### config.mk
export PLATFORM = sky130hd
export DESIGN_NAME = mac_acc56
export DESIGN_NICKNAME = d
export VERILOG_FILES = /design/src/rtl/mac_pkg.sv /design/src/rtl/mac_opsel.sv /design/src/rtl/mac_mul.sv /design/src/rtl/mac_accum.sv /design/src/rtl/mac_readout.sv /design/src/rtl/mac_acc56.sv
export SDC_FILE = /design/constraint.sdc
export NUM_CORES = 2
export LEC_CHECK = 0
export BUFFER_PORTS_ARGS = -buffer_cell sky130_fd_sc_hd__buf_4
export CORE_MARGIN = 2
export CORE_UTILIZATION = 59
export DETAILED_ROUTE_END_ITERATION = 7
export PLACE_DENSITY = 0.81
export SLEW_MARGIN = 10
export SYNTH_ARGS = -nofsm -noshare
export SYNTH_HDL_FRONTEND = slang
export SYNTH_SLANG_ARGS = --single-unit
### constraint.sdc
create_clock -name clk -period 3.21 [get_ports clk]
set_clock_uncertainty 0.1 [all_clocks]
set_input_delay 0 -clock clk [delete_from_list [all_inputs] [get_ports clk]]
set_output_delay 0 -clock clk [all_outputs]
set_load 0.01 [all_outputs]
### src/rtl/mac_pkg.sv
package mac_pkg;
  localparam int MAC_DW = 32;
  localparam int MAC_HW = 16;
  localparam int MAC_AW = 56;

  typedef enum logic [2:0] {
    OP_IDLE  = 3'd0,
    OP_LOAD  = 3'd1,
    OP_ACCUM = 3'd2,
    OP_RND16 = 3'd3,
    OP_RND32 = 3'd4,
    OP_RDSH  = 3'd5,
    OP_RDLO  = 3'd6,
    OP_IDLE7 = 3'd7
  } mac_op_e;

  // add half of the lowest kept position, then clear the cut bits
  function automatic logic [MAC_AW-1:0] round_at(input logic [MAC_AW-1:0] v,
                                                 input int unsigned cut);
    logic [MAC_AW-1:0] one;
    logic [MAC_AW-1:0] half;
    logic [MAC_AW-1:0] keep;
    one  = {{(MAC_AW-1){1'b0}}, 1'b1};
    half = one << (cut - 1);
    keep = ~((one << cut) - one);
    return (v + half) & keep;
  endfunction

  function automatic logic [MAC_DW-1:0] window_at(input logic [MAC_AW-1:0] v,
                                                  input logic [1:0] sh);
    return MAC_DW'((v << sh) >> MAC_HW);
  endfunction
endpackage

### src/rtl/mac_opsel.sv
module mac_opsel
  import mac_pkg::*;
#(
  parameter int DW = MAC_DW,
  parameter int HW = MAC_HW
) (
  input  logic [1:0]    mode_i,
  input  logic [DW-1:0] a_i,
  input  logic [DW-1:0] b_i,
  output logic [DW-1:0] x_o,
  output logic [HW-1:0] y_o,
  output logic          half_o
);
  localparam int XPAD = DW - HW;

  logic [HW-1:0] a_hi, a_lo, b_hi, b_lo;
  assign a_hi = a_i[DW-1 -: HW];
  assign a_lo = a_i[HW-1:0];
  assign b_hi = b_i[DW-1 -: HW];
  assign b_lo = b_i[HW-1:0];

  always_comb begin
    half_o = 1'b0;
    x_o    = a_i;
    y_o    = b_lo;
    unique case (mode_i)
      2'd0: begin x_o = {{XPAD{a_hi[HW-1]}}, a_hi}; y_o = b_hi; half_o = 1'b1; end
      2'd1: begin x_o = {{XPAD{a_lo[HW-1]}}, a_lo}; y_o = b_lo; half_o = 1'b1; end
      2'd2: begin x_o = a_i; y_o = b_hi; end
      default: begin x_o = a_i; y_o = b_lo; end
    endcase
  end
endmodule

### src/rtl/mac_mul.sv
module mac_mul
  import mac_pkg::*;
#(
  parameter int DW = MAC_DW,
  parameter int HW = MAC_HW,
  parameter int AW = MAC_AW
) (
  input  logic [DW-1:0] x_i,
  input  logic [HW-1:0] y_i,
  input  logic          half_i,
  output logic [AW-1:0] prod_o
);
  localparam int PW = DW + HW;
  localparam int EXT = AW - PW;

  logic signed [PW-1:0] xs, ys, p;
  logic [AW-1:0] ext;

  assign xs  = $signed({{HW{x_i[DW-1]}}, x_i});
  assign ys  = $signed({{DW{y_i[HW-1]}}, y_i});
  assign p   = xs * ys;
  assign ext = {{EXT{p[PW-1]}}, p};
  assign prod_o = half_i ? (ext << HW) : ext;
endmodule

### src/rtl/mac_accum.sv
module mac_accum
  import mac_pkg::*;
#(
  parameter int HW = MAC_HW,
  parameter int AW = MAC_AW
) (
  input  logic          clk,
  input  logic          rst_n,
  input  mac_op_e       op_i,
  input  logic [AW-1:0] prod_i,
  output logic [AW-1:0] acc_o
);
  logic [AW-1:0] acc_nxt;

  always_comb begin
    acc_nxt = acc_o;
    unique case (op_i)
      OP_LOAD:  acc_nxt = prod_i;
      OP_ACCUM: acc_nxt = acc_o + prod_i;
      OP_RND16: acc_nxt = round_at(acc_o, 2 * HW);
      OP_RND32: acc_nxt = round_at(acc_o, HW);
      default:  acc_nxt = acc_o;
    endcase
  end

  always_ff @(posedge clk or negedge rst_n) begin
    if (!rst_n) acc_o <= '0;
    else        acc_o <= acc_nxt;
  end
endmodule

### src/rtl/mac_readout.sv
module mac_readout
  import mac_pkg::*;
#(
  parameter int DW = MAC_DW,
  parameter int AW = MAC_AW
) (
  input  logic          clk,
  input  logic          rst_n,
  input  mac_op_e       op_i,
  input  logic [1:0]    sh_i,
  input  logic [AW-1:0] acc_i,
  output logic [DW-1:0] res_o,
  output logic          vld_o
);
  logic          rd_fire;
  logic [DW-1:0] res_nxt;

  assign rd_fire = (op_i == OP_RDSH) || (op_i == OP_RDLO);
  assign res_nxt = (op_i == OP_RDSH) ? window_at(acc_i, sh_i) : DW'(acc_i);

  always_ff @(posedge clk or negedge rst_n) begin
    if (!rst_n) begin
      res_o <= '0;
      vld_o <= 1'b0;
    end else begin
      vld_o <= rd_fire;
      if (rd_fire) res_o <= res_nxt;
    end
  end
endmodule

### src/rtl/mac_acc56.sv
module mac_acc56
  import mac_pkg::*;
#(
  parameter int DW = MAC_DW,
  parameter int HW = MAC_HW,
  parameter int AW = MAC_AW
) (
  input  logic          clk,
  input  logic          rst_n,
  input  logic [2:0]    op_i,
  input  logic [1:0]    mode_i,
  input  logic [1:0]    rd_sh_i,
  input  logic [DW-1:0] src_a_i,
  input  logic [DW-1:0] src_b_i,
  output logic [DW-1:0] res_o,
  output logic          res_vld_o,
  output logic [AW-1:0] acc_o
);
  mac_op_e       op_w;
  logic [DW-1:0] x_w;
  logic [HW-1:0] y_w;
  logic          half_w;
  logic [AW-1:0] prod_w;

  assign op_w = mac_op_e'(op_i);

  mac_opsel #(.DW(DW), .HW(HW)) u_sel (
    .mode_i(mode_i), .a_i(src_a_i), .b_i(src_b_i),
    .x_o(x_w), .y_o(y_w), .half_o(half_w)
  );

  mac_mul #(.DW(DW), .HW(HW), .AW(AW)) u_mul (
    .x_i(x_w), .y_i(y_w), .half_i(half_w), .prod_o(prod_w)
  );

  mac_accum #(.HW(HW), .AW(AW)) u_acc (
    .clk(clk), .rst_n(rst_n), .op_i(op_w), .prod_i(prod_w), .acc_o(acc_o)
  );

  mac_readout #(.DW(DW), .AW(AW)) u_rd (
    .clk(clk), .rst_n(rst_n), .op_i(op_w), .sh_i(rd_sh_i), .acc_i(acc_o),
    .res_o(res_o), .vld_o(res_vld_o)
  );
endmodule

======== After elaboration in Yosys (flattened, before gate mapping) ========
Cells that the tools add are included.
cells by class
  add/sub/neg operators ................... 3
  shifts and indexed selects .............. 1
  multipliers ............................. 1
  bitwise operators ....................... 0
  reductions and logical operators ........ 5
  divide/modulo/power cells ............... 0
  eq/ne operators ......................... 8
  muxes and demuxes ....................... 6
  magnitude comparators ................... 0
operators by type and width
  operator                                              number
  one-hot mux 56 bit (4 select lines)                   1
  one-hot mux 32 bit (2 select lines)                   1
  adder 56 x 16 -> 56 bit (second input constant)       1
  adder 56 x 32 -> 56 bit (second input constant)       1
  adder 56 bit                                          1
  2-to-1 mux 56 bit                                     1
  << shifter 56 x 2 -> 48 bit                           1
  multiplier 32 x 16 -> 48 bit                          1
  2-to-1 mux 32 bit                                     1
  2-to-1 mux 16 bit                                     1
  equality test 3 bit (second input constant)           3
  equality test 3 x 2 -> 1 bit (second input constant)  2
  nonzero test 4 bit                                    1
  OR reduction 2 bit                                    2
  equality test 3 x 1 -> 1 bit (second input constant)  1
  equality test 2 x 1 -> 1 bit (second input constant)  1
  equality test 2 bit (second input constant)           1
  logical NOT 2 bit                                     1
  logical OR 1 bit                                      1
  2-to-1 mux 1 bit                                      1
word-level totals
  memories ................................ 0
  logic and storage cells ................. 27
  bits in latches ......................... 0
  register bits ........................... 89
  output and inout port bits .............. 89
  bits in writable memories ............... 0
  bits in read-only memories .............. 0
  bits of input ports ..................... 73

======== Longest topological paths before layout ========
  depth in word-level cells ............... 7
  gate-level depth with buffers ........... 43
  depth with buffers taken out ............ 40

======== Cells and area by module ========
From an unflattened synthesis, not the netlist that was laid out.
second synthesis, totals
  cells, all modules ...................... 3410
  area, all modules ....................... 28927.7 um^2
modules (own cells, without submodules)
  module       area an instance (um^2)  instances  cells each  sequential area each (um^2)
  mac_mul      18520.3                  1          2154        0.0
  mac_accum    7186.9                   1          982         1401.3
  mac_readout  2532.4                   1          200         825.8
  mac_opsel    688.2                    1          74          0.0

======== Worst setup path after synthesis ========
No wires, ideal clock.
  path type ............................... input to register
  start ................................... input mode_i[1]
  end ..................................... register u_acc.acc_o[48]
  setup time .............................. 129 ps
  stages on the path ...................... 41
  slack ................................... -6433 ps
  data required time ...................... 2981 ps
  buffers on the path ..................... 5
  data arrival time ....................... 9413 ps
  path through ............................ clkbuf_1 > inv_1 > buf_1 > buf_1 > buf_1 > o21ai_1 > nor2_1 > fa_1 > inv_1 > fa_1 > fa_1 > inv_1 > fa_1 > fa_1 > inv_1 > fa_1 > inv_1 > ha_1 > [... 5 more ...] > o31ai_2 > o21ai_2 > inv_1 > a31oi_1 > xnor2_1 > mux2_2 > ha_1 > nand4_1 > or4_1 > a21o_1 > a31o_1 > a31o_4 > o31a_1 > nor3_2 > nor3_2 > xnor2_1 > a221oi_1 > o21ai_1
on the way
  cells in the longest elaborated chain, start to end .. 7
  elaborated cells between the ends (all ways) .. 12
  those cells by class .................... 1 x add/sub; 1 x mul; 2 x eq/ne; 5 x mux; 3 x reduce/logical
RTL lines
  item                                                      RTL line         source
  start, declared                                           mac_acc56.sv:11  input logic [1:0] mode_i,
  equality test 2 bit or logical NOT 2 bit (tied branches)  mac_opsel.sv:26  unique case (mode_i)
  OR reduction 2 bit (no source line)                       -
  2-to-1 mux 16 bit                                         mac_opsel.sv:26
  multiplier 32 x 16 -> 48 bit                              mac_mul.sv:21    assign p = xs * ys;
  2-to-1 mux 56 bit (*)                                     mac_mul.sv:23    assign prod_o = half_i ? (ext << HW) : ext;
  adder 56 bit                                              mac_accum.sv:19  OP_ACCUM: acc_nxt = acc_o + prod_i;
  one-hot mux 56 bit (4 select lines) (*)                   mac_accum.sv:17  unique case (op_i)
  end signal, assigned                                      mac_accum.sv:28  else acc_o <= acc_nxt;
  end, declared                                             mac_accum.sv:11  output logic [AW-1:0] acc_o
Mark *: on every way between the ends. The rest lies on a longest branch, timed or not.
A chain may end at the register's enable or synchronous reset.

======== Worst setup path after layout ========
  start ................................... input mode_i[1]
  end ..................................... register u_acc.acc_o[55]
The elaborated chain is that of the path after synthesis.

==> results.toml <==
[timing]
setup_viol = 53
worst_slack_ns = -6.40
hold_violations = 0
slew_headroom = 0.267
rsz0062_at_grt = "true"
finalCriticalPeriod_ns = 9.61
setup_tns_ns = -263.22
tightest_slew_ns = 1.09
fmax_mhz = 104
finalCritPeriodShare = 2.99
final_max_slew_viol_count = 0

[job]
max_cap_violations = 0

[routing]
drcViolationCount = 7
routed_wl_um = 124000
wl_per_cell_um = 25.6
dr.pass1.iters = 8
detail_route.vias_per_cell = 6.56
drt_iter0_drc = 4693
vias = 31836
ant_nets = 0

[synth]
synth-edff-count = 0
ys_top_cells_by_area = "fa_1 35%, dfrtp_1 7.9%, inv_1 7.7%"
yosysMostFrequentCell = "inv_1"
yosysTopAreaCell = "fa_1"
synth_ff_type = "dfrtp_1"
synth_async_sr_flop_share = 1.00
synth_cell_type_count = 90
yosysTopAreaCellShare = 0.347
synth-seq-cells = 89
synth_seq_area_share = 0.0790
synth_warnings = 0
synth_area_sq_um = 28200
syn-num-nets = 4108
synthTopCellsByCount = "581 x inv_1, 488 x fa_1, 397 x nand2_1, 397 x nor2_1, 172 x ha_1"
synth.avg_cell_area_sq_um = 8.35
synth_cells = 3375

[cells_and_area]
fill_cells = 2335
ff_latch_area_sq_um = 2230
stdcell_count = 4852
post-route-util = 0.840
multi_input_area_sq_um = 25900
layout-drive-gt1-share = 0.370
syn2layout_area_growth_pct = 41.4
fin_nets = 4964

[clock_tree]
htreeDepth = 3
clk_latency_ns = 0.37
cts.clk_slew.worst_paths_ns = 0.08
clock_sinks = 89
cts_tree = "done"
cts_buffers = 9
clockBufferDepth = 2
cts_root_buf = "clkbuf_16"

[die]
rows = 80
dieWidth_um = 223
core_sq_um = 47400
dieArea_sq_um = 49500
die_y_um = 223
io_pins = 162
initial_core_util = 0.594

[grt]
grt_usage = 0.452
antenna_found_initial = 1
grt_first_pass_wirelength_um = 174000
overflow = 0
grt_pass1_vias = 31843
grt_max_degree = 60

[hold_path]
hp-class = "in2reg"
min_path_cells = 2

[setup_path]
reg2reg_to = "u_acc.acc_o[48]$_DFFE_PN0P_"
r2r_slack_ns = -0.84
crit_path_max_incr_delay_ns = 0.83
crit_slowest_cell = "o21ai_1"
reg2reg_depth = 14
cp_data_arrival_time_ns = 9.77
end_kind = "register"
crit_start = "mode_i[1]"
path_max_fanout = 5
cp.required_ns = 3.38
cp_common_cell = "fa_1"
critPathKind = "in2reg"
regToRegStartpoint = "u_acc.acc_o[0]$_DFFE_PN0P_"
crit_path_start_kind = "primary input"
crit_end = "u_acc.acc_o[55]$_DFFE_PN0P_"

[placement]
place_hpwl_um = 82900
gp_congestion = 1.03
port_buffers = 161
dp_cells = 4706

[run_status]
outcome = "finished with violations"
failed_checks = "DRC, setup timing"
[cell type report]
| class | count | area share |
|---|---|---|
| clock buffer | 9 | 0.00565 |
| sequential | 89 | 0.0559 |
| timing repair buffer | 1023 | 0.212 |
| tap | 615 | 0.0193 |
| clock inverter | 7 | 0.00191 |
| multi-input combinational | 2525 | 0.650 |
| inverter | 583 | 0.0549 |
| antenna | 1 | 0.0000628 |
[worst max-delay path: cells and delay by family]
family / cells / cell delay, ns
mux: 2 / 0.68
fa+ha+maj: 8 / 3.55
simple gates: 5 / 0.71
xor+xnor: 1 / 0.19
buf+inv: 11 / 1.36
compound gates: 12 / 3.24
[state kept, by name (all words and copies together), names as in the netlist]
name         flops
u_rd.res_o      32
u_rd.vld_o       1
u_acc.acc_o     56
[per-layer routing]
layer,wire (um),track usage,vias to the layer above
met1,39800,0.564,15125
met4,11800,0.255,2
met3,17400,0.109,1057
li1,-,-,12573
met5,13,0,-
met2,55200,0.724,3079
[kinds of logic after synthesis]
logic type / synth area share
AND/OR/NAND/NOR: 0.156
buffers and inverters: 0.102
adder cells (fa/ha/maj): 0.423
AO/OA/AOI/OAI: 0.137
multiplexers: 0.0673
XOR/XNOR: 0.0354
flip-flops: 0.0790
[cell usage in the layout (no fill, tap or decap), drive strengths merged, types with 50 or more instances in the layout]
cell type     n
a21oi       167
mux2i        67
o21ai       115
xnor2        62
inv         587
mux2         50
xor2         52
dfrtp        89
nand2       397
fa          488
ha          172
buf        1020
nor2        397
[metrics by stage]
stage / cell area, sq um / hold slack [ns] / worst slack (ns)
after global placement: 36200 / 0.00911 / -5.69
final: 39900 / 0.0155 / -6.40
after CTS: 38800 / 0.00524 / -5.26
after floorplan: 29300 / -0.396 / -5.26
after detailed placement: 36200 / 0.00802 / -5.86
after global routing: 39900 / 0.0610 / -6.58
[timing repair]
action | CTS | global route
cloned | 3 | 0
buffers inserted | 97 | 40
setup endpoints to repair | 53 | 54
pin swaps | 212 | 83
hold endpoints to repair | 62 | 0
resized for setup | 324 | 174
hold buffers | 3 | 0
[how the worst min path moves through the flow]
stage	start	endpoint	slack (ns)
after floorplan	rst_n	u_acc.acc_o[0]$_DFFE_PN0P_	-0.40
after global placement	rst_n	u_rd.res_o[11]$_DFFE_PN0P_	0.009
after detailed placement	rst_n	u_rd.res_o[11]$_DFFE_PN0P_	0.008
after CTS	op_i[0]	u_acc.acc_o[31]$_DFFE_PN0P_	0.005
after global routing	op_i[0]	u_acc.acc_o[31]$_DFFE_PN0P_	0.06
final	op_i[0]	u_acc.acc_o[31]$_DFFE_PN0P_	0.02
Power is left out: the tool's default activity adds up to more than one toggle a clock period on the data nets, which glitch-free logic cannot reach.
